[src/rtl/lpg_pkg.sv]
package lpg_pkg;

    localparam int unsigned SCALAR_W = 64;

    typedef enum logic [1:0] {
        LANE_B8  = 2'b00,
        LANE_H16 = 2'b01,
        LANE_W32 = 2'b10,
        LANE_D64 = 2'b11
    } lane_size_e;

    typedef struct packed {
        logic [SCALAR_W-1:0] base;
        logic [SCALAR_W-1:0] bound;
        lane_size_e          lsz;
    } span_req_t;

    typedef struct packed {
        logic first;
        logic none;
        logic not_last;
        logic ovf;
    } pred_flags_t;

    // lanes of the whole pair for a pair width counted in bytes
    function automatic int unsigned lanes_in_pair(int unsigned pair_w, lane_size_e lsz);
        return pair_w >> int'(lsz);
    endfunction

endpackage

[src/rtl/pg_span_count.sv]
module pg_span_count
    import lpg_pkg::*;
#(
    parameter int unsigned PAIR_W = 64,
    parameter int unsigned CNT_W  = 7
) (
    input  span_req_t        req,
    output logic [CNT_W-1:0] active_cnt,
    output logic [CNT_W-1:0] lane_total
);
    logic [SCALAR_W-1:0] gap;
    logic [SCALAR_W-1:0] total_wide;
    logic                in_range;

    always_comb begin
        lane_total = CNT_W'(lanes_in_pair(PAIR_W, req.lsz));
        total_wide = SCALAR_W'(lane_total);
        in_range   = req.base < req.bound;
        gap        = req.bound - req.base;
        if (!in_range) begin
            active_cnt = '0;
        end else if (gap >= total_wide) begin
            active_cnt = lane_total;
        end else begin
            active_cnt = gap[CNT_W-1:0];
        end
    end
endmodule

[src/rtl/pg_pred_expand.sv]
module pg_pred_expand
    import lpg_pkg::*;
#(
    parameter int unsigned PAIR_W = 64,
    parameter int unsigned CNT_W  = 7
) (
    input  logic [CNT_W-1:0]  active_cnt,
    input  lane_size_e        lsz,
    output logic [PAIR_W-1:0] pair_bits
);
    logic [1:0] sel;
    assign sel = lsz;

    for (genvar i = 0; i < PAIR_W; i++) begin : g_bit
        logic [3:0] hit;
        for (genvar s = 0; s < 4; s++) begin : g_sz
            localparam int unsigned LANE = i >> s;
            if ((i % (1 << s)) == 0) begin : g_head
                assign hit[s] = active_cnt > CNT_W'(LANE);
            end else begin : g_pad
                assign hit[s] = 1'b0;
            end
        end
        assign pair_bits[i] = hit[sel];
    end
endmodule

[src/rtl/pg_flag_eval.sv]
module pg_flag_eval
    import lpg_pkg::*;
#(
    parameter int unsigned CNT_W = 7
) (
    input  logic [CNT_W-1:0] active_cnt,
    input  logic [CNT_W-1:0] lane_total,
    output pred_flags_t      flags
);
    always_comb begin
        flags.first    = active_cnt != '0;
        flags.none     = active_cnt == '0;
        flags.not_last = active_cnt != lane_total;
        flags.ovf      = 1'b0;
    end
endmodule

[src/rtl/pair_pred_gen.sv]
module pair_pred_gen
    import lpg_pkg::*;
#(
    parameter int unsigned VL_BITS = 256
) (
    input  logic                 clk,
    input  logic                 rst,
    input  logic                 start_i,
    input  logic [63:0]          base_i,
    input  logic [63:0]          bound_i,
    input  logic [1:0]           lane_size_i,
    output logic                 done_o,
    output logic [VL_BITS/8-1:0] pred_lo_o,
    output logic [VL_BITS/8-1:0] pred_hi_o,
    output logic                 flag_n_o,
    output logic                 flag_z_o,
    output logic                 flag_c_o,
    output logic                 flag_v_o
);
    localparam int unsigned PRED_W = VL_BITS / 8;
    localparam int unsigned PAIR_W = 2 * PRED_W;
    localparam int unsigned CNT_W  = $clog2(PAIR_W + 1);
    localparam int unsigned IDX_W  = $clog2(PAIR_W);

    span_req_t         req;
    logic [CNT_W-1:0]  active_cnt;
    logic [CNT_W-1:0]  lane_total;
    logic [PAIR_W-1:0] pair_d;
    pred_flags_t       flags_d;

    logic [PAIR_W-1:0] pair_q;
    pred_flags_t       flags_q;
    lane_size_e        lsz_q;
    logic              done_q;

    assign req.base  = base_i;
    assign req.bound = bound_i;
    assign req.lsz   = lane_size_e'(lane_size_i);

    pg_span_count #(.PAIR_W(PAIR_W), .CNT_W(CNT_W)) u_count (
        .req        (req),
        .active_cnt (active_cnt),
        .lane_total (lane_total)
    );

    pg_pred_expand #(.PAIR_W(PAIR_W), .CNT_W(CNT_W)) u_expand (
        .active_cnt (active_cnt),
        .lsz        (req.lsz),
        .pair_bits  (pair_d)
    );

    pg_flag_eval #(.CNT_W(CNT_W)) u_flags (
        .active_cnt (active_cnt),
        .lane_total (lane_total),
        .flags      (flags_d)
    );

    always_ff @(posedge clk) begin
        if (rst) begin
            pair_q  <= '0;
            flags_q <= '0;
            lsz_q   <= LANE_B8;
            done_q  <= 1'b0;
        end else begin
            done_q <= start_i;
            if (start_i) begin
                pair_q  <= pair_d;
                flags_q <= flags_d;
                lsz_q   <= req.lsz;
            end
        end
    end

    assign done_o    = done_q;
    assign pred_lo_o = pair_q[PRED_W-1:0];
    assign pred_hi_o = pair_q[PAIR_W-1:PRED_W];
    assign flag_n_o  = flags_q.first;
    assign flag_z_o  = flags_q.none;
    assign flag_c_o  = flags_q.not_last;
    assign flag_v_o  = flags_q.ovf;

    // bit position of the highest lane of the pair for the captured size
    logic [IDX_W-1:0] last_idx;
    assign last_idx = IDX_W'(PAIR_W - (32'd1 << int'(lsz_q)));

    p_done_pulse_r9: assert property (@(posedge clk) disable iff (rst)
        start_i |=> done_o);

    p_hold_r9: assert property (@(posedge clk) disable iff (rst)
        !start_i |=> (!done_o && $stable(pred_lo_o) && $stable(pred_hi_o)));

    p_empty_r3: assert property (@(posedge clk) disable iff (rst)
        (start_i && (base_i >= bound_i)) |=> (pred_lo_o == '0 && pred_hi_o == '0));

    p_first_lane_r2: assert property (@(posedge clk) disable iff (rst)
        (start_i && (base_i < bound_i)) |=> pred_lo_o[0]);

    p_n_flag_r5: assert property (@(posedge clk) disable iff (rst)
        done_o |-> (flag_n_o == pred_lo_o[0]));

    p_z_flag_r6: assert property (@(posedge clk) disable iff (rst)
        done_o |-> (flag_z_o == ((pred_lo_o | pred_hi_o) == '0)));

    p_c_flag_r7: assert property (@(posedge clk) disable iff (rst)
        done_o |-> (flag_c_o == !pair_q[last_idx]));
endmodule

[config.mk]
export PLATFORM = sky130hd
export DESIGN_NAME = pair_pred_gen
export DESIGN_NICKNAME = d
export VERILOG_FILES = /design/src/rtl/lpg_pkg.sv /design/src/rtl/pg_span_count.sv /design/src/rtl/pg_pred_expand.sv /design/src/rtl/pg_flag_eval.sv /design/src/rtl/pair_pred_gen.sv
export SDC_FILE = /design/constraint.sdc
export NUM_CORES = 1
export LEC_CHECK = 0
export ABC_CLOCK_PERIOD_IN_PS = 5770
export BUFFER_PORTS_ARGS = -buffer_cell sky130_fd_sc_hd__buf_4
export CAP_MARGIN = 20
export CORE_MARGIN = 5
export CORE_UTILIZATION = 45
export DETAILED_ROUTE_END_ITERATION = 12
export PLACE_DENSITY_LB_ADDON = 0.15
export SETUP_SLACK_MARGIN = 0.1
export SKIP_LAST_GASP = 1
export SYNTH_ARGS = -nofsm -noshare
export SYNTH_HDL_FRONTEND = slang
export SYNTH_SLANG_ARGS = --single-unit
export TNS_END_PERCENT = 10
[constraint.sdc]
create_clock -name clk -period 5.77 [get_ports clk]
set_input_delay 0.577 -clock clk [delete_from_list [all_inputs] [get_ports clk]]
set_output_delay 0.577 -clock clk [all_outputs]
set_load 0.02 [all_outputs]
==> results.cfg <==
[cts]
cts.sinks = 67
cts_inserted_buffers = 9
cts.reportedPaths.clkPinSlew_ns = 0.06
cts_root_buffer = clkbuf_16
clock_latency_ns = 0.35
cts_tree = yes
cts_hold_buf = 0
clockBufferDepth = 2
ctsHtreeMaxLevel = 3

[sta]
drv_slew = 0
fin_crit_ns = 5.55
fin_crit_sh = 0.962
fmax_mhz = 180
skew_ns = 0
max_slew_margin = 0.412
rsz0062_at_grt = true
finalHoldViolCount = 0
worst_slew_pin_slew_ns = 0.879
setup_violations = 0
final.setup.worst_slack_ns = 0.217
holdWs_ns = 0.457

[detailed_routing]
via_per_inst = 6.57
drcViolationCount = 0
ant_nets = 0
wirelength_mm = 48.2
drt_iter0_drc = 1720
vias = 13216
wire_per_inst_um = 24.0
drtPass1Iterations = 7

[synth]
synth_edf_count = 0
ys_seq_area_frac = 0.142
syn_nets = 1646
postSynth.asyncResetShare = 0
ys_top_cells_by_area = dfxtp_1 14%, ha_1 9.0%, a21oi_1 7.9%
netlist_top_cells_count = 168 x nand2_1, 168 x nor2_1, 150 x a21oi_1, 92 x o21ai_0, 83 x inv_1
ys_warn_count = 0
synth.ff_latch_count = 67
synth_top_area_share = 0.142
synthDistinctLibCells = 92
post-synth-top-area-cell = dfxtp_1
synth_area_um2 = 9450
synthCells = 1444
syn_avg_cell_area_um2 = 6.54
synthFlopType = dfxtp_1

[floorplan]
initial_core_util = 0.454
die_x_um = 155
die_area_um2 = 24000
io_pins = 202
die_h_um = 155
row_count = 53
core_region_area_um2 = 20800

[finish]
nets = 1933
drive_gt1_frac = 0.254
regArea_um2 = 1340
multi_input_area_um2 = 7470
fillers = 1970
diodes = 0
syn_to_final_growth_pct = 33.4

[power]
cellLeakagePower_uw = 0.00541
peakVddDrop_mv = 0.137
powerDensity_nw_per_um2 = 191

[global_routing]
antenna_found_initial = 0
track_usage = 0.382
grt_pass1_vias = 12387
grt_overflow_total = 0
grt_pass1_wl_mm = 72.2
grt_max_degree = 49

[worst_setup_path]
endpoint_kind = flop
critPathMaxFanout = 6
criticalPathCategory = in2reg
slowest_stage = a311oi_1
crit_path_max_incr_delay_ns = 0.80
cp_data_arrival_time_ns = 5.79
critical-path-top-delay-family = compound AO/OA/AOI/OAI gates
crit_chain = buf_4 > inv_1 > ha_1 > inv_1 > fa_2 > a21o_1 > a221o_1 > xnor2_2 > clkinv_2 > ha_4 > a221oi_4 > o31ai_2 > a2111o_1 > or4_1 > a2111oi_4 > nand4_1 > nor3_4 > nand2_1 > a311oi_1 > nor2_1 > o41a_1
cpMostUsedCell = inv_1
path_buf_inv = 4
crit_path_start_kind = input port
crit_required_ns = 6.00

[placed_design]
dp_hpwl_mm = 39.5
globalplace.congestion = 1.09
post-place-ws_ns = -0.391
io_buffers = 200

[job]
drv_cap = 0

[run_status]
status = complete, no violations

[hold_path]
min_path_type = reg2reg
tightest hold or removal path, cell delays in order, from the launching register on:
cell	delay [ns]
dfxtp_1	0.32
nand2_1	0.05
o31ai_1	0.05
worst paths after layout:
check / start / to / slack, ns / cells past startpoint
worst max-delay path: bound_i[0] / pair_q[36]$_SDFFE_PP0P_ / 0.22 / 21
worst max register to register: pair_q[34]$_SDFFE_PP0P_ / pair_q[34]$_SDFFE_PP0P_ / 4.79 / 4
worst min register to register: pair_q[9]$_SDFFE_PP0P_ / pair_q[9]$_SDFFE_PP0P_ / 0.46 / 2
worst min-delay path: pair_q[9]$_SDFFE_PP0P_ / pair_q[9]$_SDFFE_PP0P_ / 0.46 / 2
repair_timing:
action                     CTS  global route
setup endpoints to repair   28            53
setup buffers                0             2
pin swaps                    0             4
gates resized for setup      4            10
layout make-up:
type                    instances  area share
well taps                     275      0.0273
clock buffers                  10      0.0190
flip-flops and latches         67       0.106
inverters                      91      0.0274
repair buffers                371       0.222
multi-input cells            1191       0.593
clock inverters                 6     0.00516
sequential cells by signal, summed over array words and instances (netlist names):
name / cells
pair_q: 64
done_o: 1
flag_c_o: 1
flag_z_o: 1
cells by family (layout without fill, tap and decap cells):
| kind of cell | Yosys count | in the layout | share of synthesized area |
|---|---|---|---|
| xor gates and xnor gates | 28 | 28 | 0.0260 |
| muxes | 9 | 9 | 0.00993 |
| adders and majority gates | 69 | 69 | 0.0922 |
| other | 1 | 1 | 0.000397 |
| DFF | 67 | 67 | 0.142 |
| and+or+nand+nor | 573 | 573 | 0.286 |
| buffers and inverters | 186 | 478 | 0.0807 |
| AOI/OAI and AO/OA | 511 | 511 | 0.363 |
metrics by stage:
| step | util | TNS, ns | total power (µW) | cells | instance area (µm²) |
|---|---|---|---|---|---|
| 4_1_cts | 0.602 | 0 | 2330 | 2009 | 12500 |
| 3_3_place_gp | 0.586 | -1.59 | 1760 | 1993 | 12200 |
| 6_report | 0.605 | 0 | 2400 | 2011 | 12600 |
| 2_1_floorplan | - | 0 | 1220 | 1444 | 9500 |
| 3_5_place_dp | 0.586 | -15.28 | 1760 | 1993 | 12200 |
| 5_1_grt | 0.605 | 0 | 2490 | 2011 | 12600 |
cell usage in the layout (no fill, tap or decap), drive strengths merged, types with 8 or more instances in the layout:
master / count
a2111oi: 12
a211oi: 15
a21o: 15
a21oi: 157
a22oi: 14
a311oi: 12
a31oi: 16
a32o: 8
a32oi: 8
and3: 9
buf: 371
clkbuf: 10
clkinv: 11
dfxtp: 67
ha: 68
inv: 84
nand2: 168
nand3: 47
nand4: 62
nor2: 168
nor3: 52
nor4: 14
o211ai: 16
o21a: 19
o21ai: 108
o21bai: 13
o22ai: 8
o31ai: 10
or3: 15
or4: 8
xnor2: 18
xor2: 10
layer usage:
| layer | wire length, µm | vias to the layer above | global-route usage |
|---|---|---|---|
| met5 | 0 | - | 0 |
| met1 | 19400 | 6177 | 0.515 |
| met3 | 5300 | 152 | 0.0676 |
| met2 | 21500 | 910 | 0.613 |
| li1 | - | 5977 | - |
| met4 | 2020 | 0 | 0.137 |
power breakdown:
part | internal [µW] | leakage [µW] | switching [µW]
combinational | 487 | 0.00471 | 850
sequential | 481 | 0.000546 | 11.9
clock | 346 | 0.000148 | 227
(Power assumes the default switching activity.)
